<file path="src/rtl/rr_pkg.sv">
package rr_pkg;

   typedef enum logic [1:0] {
      FL_IDLE = 2'b00,
      FL_POP  = 2'b01,
      FL_PUSH = 2'b10,
      FL_BOTH = 2'b11
   } fl_op_e;

   function automatic int unsigned ring_next(input int unsigned ptr, input int unsigned depth);
      return (ptr == depth - 1) ? 0 : ptr + 1;
   endfunction

endpackage

</file>
<file path="src/rtl/rr_map_table.sv">
module rr_map_table #(
   parameter int ARCH_REGS = 8,
   parameter int PHYS_REGS = 16,
   parameter int N_RD      = 2,
   localparam int AW = $clog2(ARCH_REGS),
   localparam int PW = $clog2(PHYS_REGS)
) (
   input  logic                 clk,
   input  logic                 rst_n,
   input  logic [N_RD*AW-1:0]   rd_arch,
   output logic [N_RD*PW-1:0]   rd_phys,
   input  logic                 wr_en,
   input  logic [AW-1:0]        wr_arch,
   input  logic [PW-1:0]        wr_phys,
   output logic [PW-1:0]        old_phys,
   output logic [ARCH_REGS*PW-1:0] map_flat
);

   logic [PW-1:0] entry_q [ARCH_REGS];

   for (genvar i = 0; i < ARCH_REGS; i++) begin : g_entry
      always_ff @(posedge clk) begin
         if (!rst_n)
            entry_q[i] <= PW'(i);
         else if (wr_en && (int'(wr_arch) == i))
            entry_q[i] <= wr_phys;
      end
      assign map_flat[i*PW +: PW] = entry_q[i];
   end

   for (genvar p = 0; p < N_RD; p++) begin : g_rd
      assign rd_phys[p*PW +: PW] = entry_q[rd_arch[p*AW +: AW]];
   end

   assign old_phys = entry_q[wr_arch];

endmodule

</file>
<file path="src/rtl/rr_free_fifo.sv">
module rr_free_fifo #(
   parameter int ARCH_REGS = 8,
   parameter int PHYS_REGS = 16,
   localparam int DEPTH = PHYS_REGS - ARCH_REGS,
   localparam int PW    = $clog2(PHYS_REGS),
   localparam int PTRW  = (DEPTH > 1) ? $clog2(DEPTH) : 1,
   localparam int CNTW  = $clog2(DEPTH + 1)
) (
   input  logic            clk,
   input  logic            rst_n,
   input  logic            pop,
   input  logic            push,
   input  logic [PW-1:0]   push_tag,
   output logic [PW-1:0]   head_tag,
   output logic            empty,
   output logic [CNTW-1:0] count
);
   import rr_pkg::*;

   logic [PW-1:0]   slot_q [DEPTH];
   logic [PTRW-1:0] head_q, tail_q;
   logic [CNTW-1:0] count_q;
   fl_op_e          op;

   assign op = fl_op_e'({push, pop});

   for (genvar k = 0; k < DEPTH; k++) begin : g_slot
      always_ff @(posedge clk) begin
         if (!rst_n)
            slot_q[k] <= PW'(ARCH_REGS + k);
         else if (push && (int'(tail_q) == k))
            slot_q[k] <= push_tag;
      end
   end

   always_ff @(posedge clk) begin
      if (!rst_n) begin
         head_q  <= '0;
         tail_q  <= '0;
         count_q <= CNTW'(DEPTH);
      end else begin
         if (pop)
            head_q <= PTRW'(ring_next(int'(head_q), DEPTH));
         if (push)
            tail_q <= PTRW'(ring_next(int'(tail_q), DEPTH));
         case (op)
            FL_POP:  count_q <= count_q - 1'b1;
            FL_PUSH: count_q <= count_q + 1'b1;
            default: count_q <= count_q;
         endcase
      end
   end

   assign head_tag = slot_q[head_q];
   assign empty    = (count_q == '0);
   assign count    = count_q;

endmodule

</file>
<file path="src/rtl/reg_rename.sv">
module reg_rename #(
   parameter int ARCH_REGS = 8,
   parameter int PHYS_REGS = 16,
   localparam int AW   = $clog2(ARCH_REGS),
   localparam int PW   = $clog2(PHYS_REGS),
   localparam int CNTW = $clog2(PHYS_REGS - ARCH_REGS + 1)
) (
   input  logic          clk,
   input  logic          rst_n,
   input  logic          in_valid,
   input  logic [AW-1:0] src0_arch,
   input  logic [AW-1:0] src1_arch,
   input  logic          dst_valid,
   input  logic [AW-1:0] dst_arch,
   input  logic          rel_valid,
   input  logic [PW-1:0] rel_phys,
   output logic          stall,
   output logic [PW-1:0] src0_phys,
   output logic [PW-1:0] src1_phys,
   output logic [PW-1:0] dst_phys,
   output logic [PW-1:0] dst_prev_phys
);

   if (ARCH_REGS < 2) begin : g_bad_arch
      $error("reg_rename: ARCH_REGS must be at least 2");
   end
   if (PHYS_REGS < ARCH_REGS + 2) begin : g_bad_phys
      $error("reg_rename: PHYS_REGS must exceed ARCH_REGS by at least 2");
   end

   logic            fl_empty;
   logic            alloc;
   logic [PW-1:0]   head_tag;
   logic [CNTW-1:0] fl_count;
   logic [2*PW-1:0] rd_phys;
   logic [ARCH_REGS*PW-1:0] map_flat;

   assign stall = in_valid & dst_valid & fl_empty;
   assign alloc = in_valid & dst_valid & ~fl_empty;

   rr_map_table #(
      .ARCH_REGS (ARCH_REGS),
      .PHYS_REGS (PHYS_REGS),
      .N_RD      (2)
   ) u_map (
      .clk      (clk),
      .rst_n    (rst_n),
      .rd_arch  ({src1_arch, src0_arch}),
      .rd_phys  (rd_phys),
      .wr_en    (alloc),
      .wr_arch  (dst_arch),
      .wr_phys  (head_tag),
      .old_phys (dst_prev_phys),
      .map_flat (map_flat)
   );

   rr_free_fifo #(
      .ARCH_REGS (ARCH_REGS),
      .PHYS_REGS (PHYS_REGS)
   ) u_pool (
      .clk      (clk),
      .rst_n    (rst_n),
      .pop      (alloc),
      .push     (rel_valid),
      .push_tag (rel_phys),
      .head_tag (head_tag),
      .empty    (fl_empty),
      .count    (fl_count)
   );

   assign src0_phys = rd_phys[0 +: PW];
   assign src1_phys = rd_phys[PW +: PW];
   assign dst_phys  = head_tag;

endmodule

</file>
<file path="config.mk">
export PLATFORM = sky130hd
export DESIGN_NAME = reg_rename
export DESIGN_NICKNAME = d
export VERILOG_FILES = /design/src/rtl/rr_pkg.sv /design/src/rtl/rr_map_table.sv /design/src/rtl/rr_free_fifo.sv /design/src/rtl/reg_rename.sv
export SDC_FILE = /design/constraint.sdc
export NUM_CORES = 1
export LEC_CHECK = 0
export BUFFER_PORTS_ARGS = -buffer_cell sky130_fd_sc_hd__buf_2
export CELL_PAD_IN_SITES_DETAIL_PLACEMENT = 1
export CELL_PAD_IN_SITES_GLOBAL_PLACEMENT = 2
export CORE_AREA = 2 2 123 95
export DETAILED_ROUTE_END_ITERATION = 10
export DIE_AREA = 0 0 125 97
export PLACE_DENSITY_LB_ADDON = 0.15
export SYNTH_ARGS = -nofsm -noshare
export SYNTH_HDL_FRONTEND = slang
export SYNTH_SLANG_ARGS = --single-unit
</file>
<file path="constraint.sdc">
create_clock -name clk -period 3.01 [get_ports clk]
set_clock_uncertainty 0.2 [all_clocks]
set_input_delay 0.301 -clock clk [delete_from_list [all_inputs] [get_ports clk]]
set_output_delay 0.301 -clock clk [all_outputs]
set_load 0.01 [all_outputs]
</file>
# Yosys cells after proc, flatten, opt, wreduce, memory -nomap -nowiden
# Memories as Yosys holds them, arrays and structs flattened. A register that Yosys moved wholly into a read port is not among the register bits.
# Cells that the tools add are included.
totals:
  regBits: 10
  ramBits: 64
  in_bits: 18
  output_inout_bits: 17
  word_cells: 137
  n_memories: 2
op_classes:
  add_sub_neg: 4
  eq_ne: 18
  mux: 70
  bitwise_logic: 20
  reduce_logical: 20
mem_list:
  columns: ["name", "depth", "word_bits", "rd", "rd_clocked_by_memory_dff", "write_ports", "line", "rtl"]
  rows:
  - ["u_map.entry_q", 8, 4, 3, 0, 8, "rr_map_table.sv:19", "logic [PW-1:0] entry_q [ARCH_REGS];"]
  - ["u_pool.slot_q", 8, 4, 1, 1, 8, "rr_free_fifo.sv:20", "logic [PW-1:0] slot_q [DEPTH];"]
ops:
  columns: ["operator", "n"]
  rows:
  - ["4-bit 2-to-1 mux", 16]
  - ["1-bit 2-to-1 mux", 49]
  - ["3-bit equality test (second input constant)", 10]
  - ["1-bit logical AND", 16]
  - ["1-bit OR", 16]
  - ["3-bit by 2-bit equality test with 1-bit output (second input constant)", 4]
  - ["3-bit 2-to-1 mux", 4]
  - ["4-bit case mux with 2 select lines", 1]
  - ["3-bit by 1-bit adder with 3-bit output (second input constant)", 2]
  - ["3-bit by 1-bit equality test with 1-bit output (second input constant)", 2]
  - ["3-bit logical NOT", 2]
  - ["4-bit by 1-bit adder with 4-bit output (second input constant)", 1]
  - ["4-bit logical NOT", 1]
  - ["4-bit by 1-bit subtractor with 4-bit output (second input constant)", 1]
  - ["1-bit bitwise AND", 3]
  - ["2-bit by 1-bit equality test with 1-bit output (second input constant)", 1]
  - ["2-bit equality test (second input constant)", 1]
  - ["2-bit nonzero test", 1]
  - ["1-bit NOT", 1]

# Longest topological paths before layout
depth:
  ltp_word: 8
  depth_mapped: 10
  ltp_nobuf: 10

# Hierarchy
# From an unflattened synthesis, not the netlist that was laid out.
unflattened:
  hier_cells: 308
  hier_area_um2: 4256.6
modules_own_cells:
  columns: ["module", "instances", "cells_each", "area_per_inst_um2"]
  rows:
  - ["rr_free_fifo", 1, 174, 2197.1]
  - ["rr_map_table", 1, 132, 2043.2]
  - ["reg_rename", 1, 2, 16.3]

# Least setup slack after synthesis
# OpenSTA, ideal clock, no wires.
synth_timing:
  path_type: "register to register"
  startpoint: "reg u_pool.count_q[0], in the netlist u_pool.count[0]"
  endpoint: "reg u_pool.count_q[3], in the netlist u_pool.count[3]"
  setup_ns: 0.121
  arrival_ns: 2.258
  slack_ns: 0.431
  stages_incl_launch_ff: 11
  path_buffers: 0
  synth_period_minus_slack_ns: 2.579
  cell_sequence: "dfxtp_1 > nor4_4 > nor2_4 > inv_2 > ha_1 > inv_1 > ha_1 > a21oi_1 > a211oi_1 > a31oi_1 > mux2_2"
synth_between:
  elab_chain_cells: 5
  word_cells_on_any_way: 9
  cone_classes: "add/sub: 2; eq/ne: 2; mux: 1; bitwise: 2; reduce/logical: 2"
synth_lines:
  columns: ["element", "line", "rtl"]
  rows:
  - ["from (decl)", "rr_free_fifo.sv:22", "logic [CNTW-1:0] count_q;"]
  - ["from (signal assigned)", "rr_free_fifo.sv:40", "count_q <= CNTW'(DEPTH);"]
  - ["from (signal assigned)", "rr_free_fifo.sv:47", "FL_POP: count_q <= count_q - 1'b1;"]
  - ["from (signal assigned)", "rr_free_fifo.sv:48", "FL_PUSH: count_q <= count_q + 1'b1;"]
  - ["4-bit logical NOT", "rr_free_fifo.sv:55", "assign empty = (count_q == '0);"]
  - ["1-bit NOT", "reg_rename.sv:39", "assign alloc = in_valid & dst_valid & ~fl_empty;"]
  - ["1-bit bitwise AND", "reg_rename.sv:39", null]
  - ["2-bit equality test or 2-bit by 1-bit equality test with 1-bit output (tied branches)", "rr_free_fifo.sv:46", "case (op)"]
  - ["4-bit case mux with 2 select lines or 2-bit nonzero test (tied branches)", null, null]
# Several ways; a longest one is shown, not always the timed one.
# A chain may end at the register's enable or synchronous reset.

# Worst setup path in the final report
layout_timing:
  startpoint: "reg u_pool.count_q[1], in the netlist u_pool.count[1]"
  endpoint: "reg u_pool.count_q[3], in the netlist u_pool.count[3]"
# The elaborated chain is that of the path after synthesis.

==> results.json <==
{
  "multiInputGateArea_um2": 1940,
  "clk_pin_slew_ps": 60,
  "max_clock_freq_ghz": 0.369,
  "globalRoute.totalOverflow": 0,
  "slew_viol_final": 0,
  "first_global_vias": 2833,
  "cap_violations": 0,
  "syn-mean-instance-area_um2": 13.2,
  "worst_slew_pin_slew_ps": 729,
  "fp.coreArea_um2": 10800,
  "worst_hold_path.num_cells": 2,
  "port_buffers": 34,
  "grt_setup_unrepaired": "no",
  "numCtsBuffers": 9,
  "end_kind": "flip-flop",
  "cts_tree": "done",
  "hold_path_class": "in2reg",
  "post_synth_num_cell_types": 44,
  "timing.max_slew.rel_slack": 0.509,
  "finalCriticalPeriod_ps": 2710,
  "area_growth_pct": 13.6,
  "grt_max_degree": 20,
  "wire_per_inst_um": 21.1,
  "cellPowerDensity_nw_per_um2": 575,
  "syn_nets": 353,
  "die_h_um": 97,
  "netlist_instances": 323,
  "drt_total_wl_um": 10500,
  "post_cts_resize_count": 0,
  "wl_met3_um": 352,
  "timing.final.crit_share": 0.900,
  "post_route_cells_drive_above_1_share": 0.313,
  "met2RoutedLength_um": 4290,
  "timing.final.setup_violations": 0,
  "seq_area_frac_synth": 0.511,
  "routed.top_layer": "met4",
  "endpoint": "u_pool.count[3]$_SDFFE_PN1P_",
  "ys.flop_type": "sky130_fd_sc_hd__edfxtp_1",
  "dr.pass1.iters": 4,
  "ctsLongestPathBuffers": 2,
  "synth_edf_count": 64,
  "path_class": "reg2reg",
  "synth_warnings": 0,
  "final_cell_area_um2": 4850,
  "cts_sinks": 77,
  "crit_start": "u_pool.count[1]$_SDFFE_PN0P_",
  "placed_standard_cell_area_um2": 4540,
  "die-width_um": 125,
  "ir_drop_mv": 0.323,
  "post_cts_buffers": 0,
  "netlist_top_cells_count": "sky130_fd_sc_hd__edfxtp_1 (64), sky130_fd_sc_hd__nand2_1 (40), sky130_fd_sc_hd__mux4_2 (31)",
  "pin_count": 35,
  "worstRegToRegCells": 10,
  "setup-tns-final_ps": 0,
  "total_standard_cell_area_after_synthesis_um2": 4270,
  "initial_util": 0.395,
  "row_count": 33,
  "cts_max_level": 3,
  "worst-r2r-setup-slack_ps": 300,
  "via_count_normalized_by_instance_count": 5.47,
  "initial_drt_markers": 175,
  "routed-via-count": 2723,
  "hpwl_um": 7940,
  "synth_largest_area_cell": "sky130_fd_sc_hd__edfxtp_1",
  "timing.final.hold_violations": 0,
  "synth_most_common_cell": "sky130_fd_sc_hd__edfxtp_1",
  "route.layer.met1.wl_um": 5760,
  "cp_data_required_time_ps": 3030,
  "grt_first_pass_wirelength_um": 16800,
  "finalNetCount": 384,
  "number_of_antenna_violations_at_the_first_check_in_global_routing": 0,
  "synth-async-reset-ratio": 0,
  "antenna_cells": 0,
  "routability_congestion_estimate": 0.758,
  "p_leak_nw": 1.64,
  "startpoint_type": "flip-flop",
  "route.detailed.drc": 0,
  "run_status": "finished clean",
  "clock-root-buffer": "sky130_fd_sc_hd__clkbuf_16",
  "critPathArrivalTime_ps": 2730,
  "route.antenna.remaining_nets": 0,
  "timing.critical_path.fanout_max": 10,
  "regToRegStartpoint": "u_pool.count[1]$_SDFFE_PN0P_",
  "clock_latency_ps": 330,
  "cts_hold_repair.buffers": 0,
  "filler_cells": 1128,
  "top_cells_by_area_synth": "sky130_fd_sc_hd__edfxtp_1 (45%), sky130_fd_sc_hd__mux4_2 (16%), sky130_fd_sc_hd__dfxtp_1 (6.1%)",
  "area_share_of_the_leading_cell_type_in_the_synthesized_netlist": 0.450,
  "track_usage": 0.184,
  "die_area_um2": 12100,
  "ff_latch_area_um2": 2180,
  "synth_seq_cells": 77,
  "r2r_end": "u_pool.count[3]$_SDFFE_PN1P_"
}
-- worst max-delay path: stages (launching register included) --
cell,delay (ps)
sky130_fd_sc_hd__dfxtp_1,380
sky130_fd_sc_hd__nor4_4,380
sky130_fd_sc_hd__nor2_4,90
sky130_fd_sc_hd__inv_2,140
sky130_fd_sc_hd__ha_1,190
sky130_fd_sc_hd__inv_1,90
sky130_fd_sc_hd__ha_1,330
sky130_fd_sc_hd__a21oi_1,180
sky130_fd_sc_hd__a211oi_1,90
sky130_fd_sc_hd__a31oi_1,160
sky130_fd_sc_hd__mux2_2,350
-- per-stage QoR --
step | total power [mW] | worst slack, ps | instances | util | hold WS, ps
global route | 2.91 | 46.6 | 498 | 0.449 | 107
CTS | 2.81 | 222 | 497 | 0.448 | 88.2
detailed placement | 1.69 | 243 | 482 | 0.420 | 307
finish | 2.79 | 301 | 498 | 0.449 | 91.8
global placement | 1.69 | 277 | 482 | 0.420 | 292
floorplan | 1.56 | 431 | 323 | - | 264
-- power by group --
group          leakage, nW  internal [mW]  switching (mW)
registers            0.662           1.20          0.0500
logic                0.832          0.184           0.235
clock network        0.146          0.717           0.403
total                 1.64           2.10           0.688
-- cell usage in the layout, fill, tap and decap left out, types with 4 or more instances in the layout --
master / Yosys / layout
sky130_fd_sc_hd__and2_1: 5 / 5
sky130_fd_sc_hd__and3_1: 5 / 5
sky130_fd_sc_hd__buf_2: 3 / 34
sky130_fd_sc_hd__buf_4: 1 / 5
sky130_fd_sc_hd__clkbuf_16: 0 / 9
sky130_fd_sc_hd__dfxtp_1: 13 / 13
sky130_fd_sc_hd__edfxtp_1: 64 / 64
sky130_fd_sc_hd__ha_1: 11 / 11
sky130_fd_sc_hd__inv_1: 11 / 11
sky130_fd_sc_hd__mux2_2: 13 / 13
sky130_fd_sc_hd__mux2i_4: 4 / 4
sky130_fd_sc_hd__mux4_2: 31 / 31
sky130_fd_sc_hd__nand2_1: 40 / 40
sky130_fd_sc_hd__nand2b_1: 10 / 10
sky130_fd_sc_hd__nand3_1: 14 / 14
sky130_fd_sc_hd__nor2_1: 30 / 30
sky130_fd_sc_hd__nor2b_1: 4 / 4
sky130_fd_sc_hd__nor3_1: 5 / 5
sky130_fd_sc_hd__o21ai_0: 7 / 7
sky130_fd_sc_hd__or2_2: 5 / 5
-- worst min path at each step --
stage	start	to
finish	rel_phys[2]	u_pool.slot_q[0][2]$_SDFFCE_PN0P_
global route	rel_phys[2]	u_pool.slot_q[0][2]$_SDFFCE_PN0P_
CTS	rel_phys[2]	u_pool.slot_q[0][2]$_SDFFCE_PN0P_
detailed placement	u_pool.head_q[1]$_SDFFE_PN0P_	flip-flop
global placement	u_pool.head_q[1]$_SDFFE_PN0P_	u_pool.head_q[1]$_SDFFE_PN0P_
floorplan	u_pool.head_q[1]$_SDFFE_PN0P_	flip-flop
-- cell families (layout without fill, tap and decap cells) --
group / count (synthesis) / after routing / synth area share
flip-flops: 77 / 77 / 0.511
XOR/XNOR: 3 / 3 / 0.00615
AND/OR/NAND/NOR: 133 / 133 / 0.158
multiplexers: 51 / 51 / 0.230
buffers and inverters: 31 / 66 / 0.0354
adder cells (fa/ha/maj): 12 / 12 / 0.0369
AO/OA/AOI/OAI: 16 / 16 / 0.0237
-- per-layer routing --
layer  global-route usage  vias up
met4               0.0410        0
li1                     -     1264
met2                0.254       47
met3               0.0382       11
met1                0.295     1401
met5                    0        -
-- final cells by class --
class                           count  area share
Sequential cell                    77       0.449
Multi-Input combinational cell    215       0.399
Clock buffer                       10      0.0472
Timing Repair Buffer               39      0.0428
Tap cell                          140      0.0361
Clock inverter                      5      0.0157
Inverter                           12     0.00928
-- sequential cells by signal, indices dropped and copies added, names as in the netlist, named ones only --
| signal | flops |
|---|---|
| u_pool.tail_q | 3 |
| u_map.entry_q | 32 |
| u_pool.head_q | 3 |
| u_pool.count | 4 |
| u_pool.slot_q | 32 |
Power figures use the tool's default switching activity.
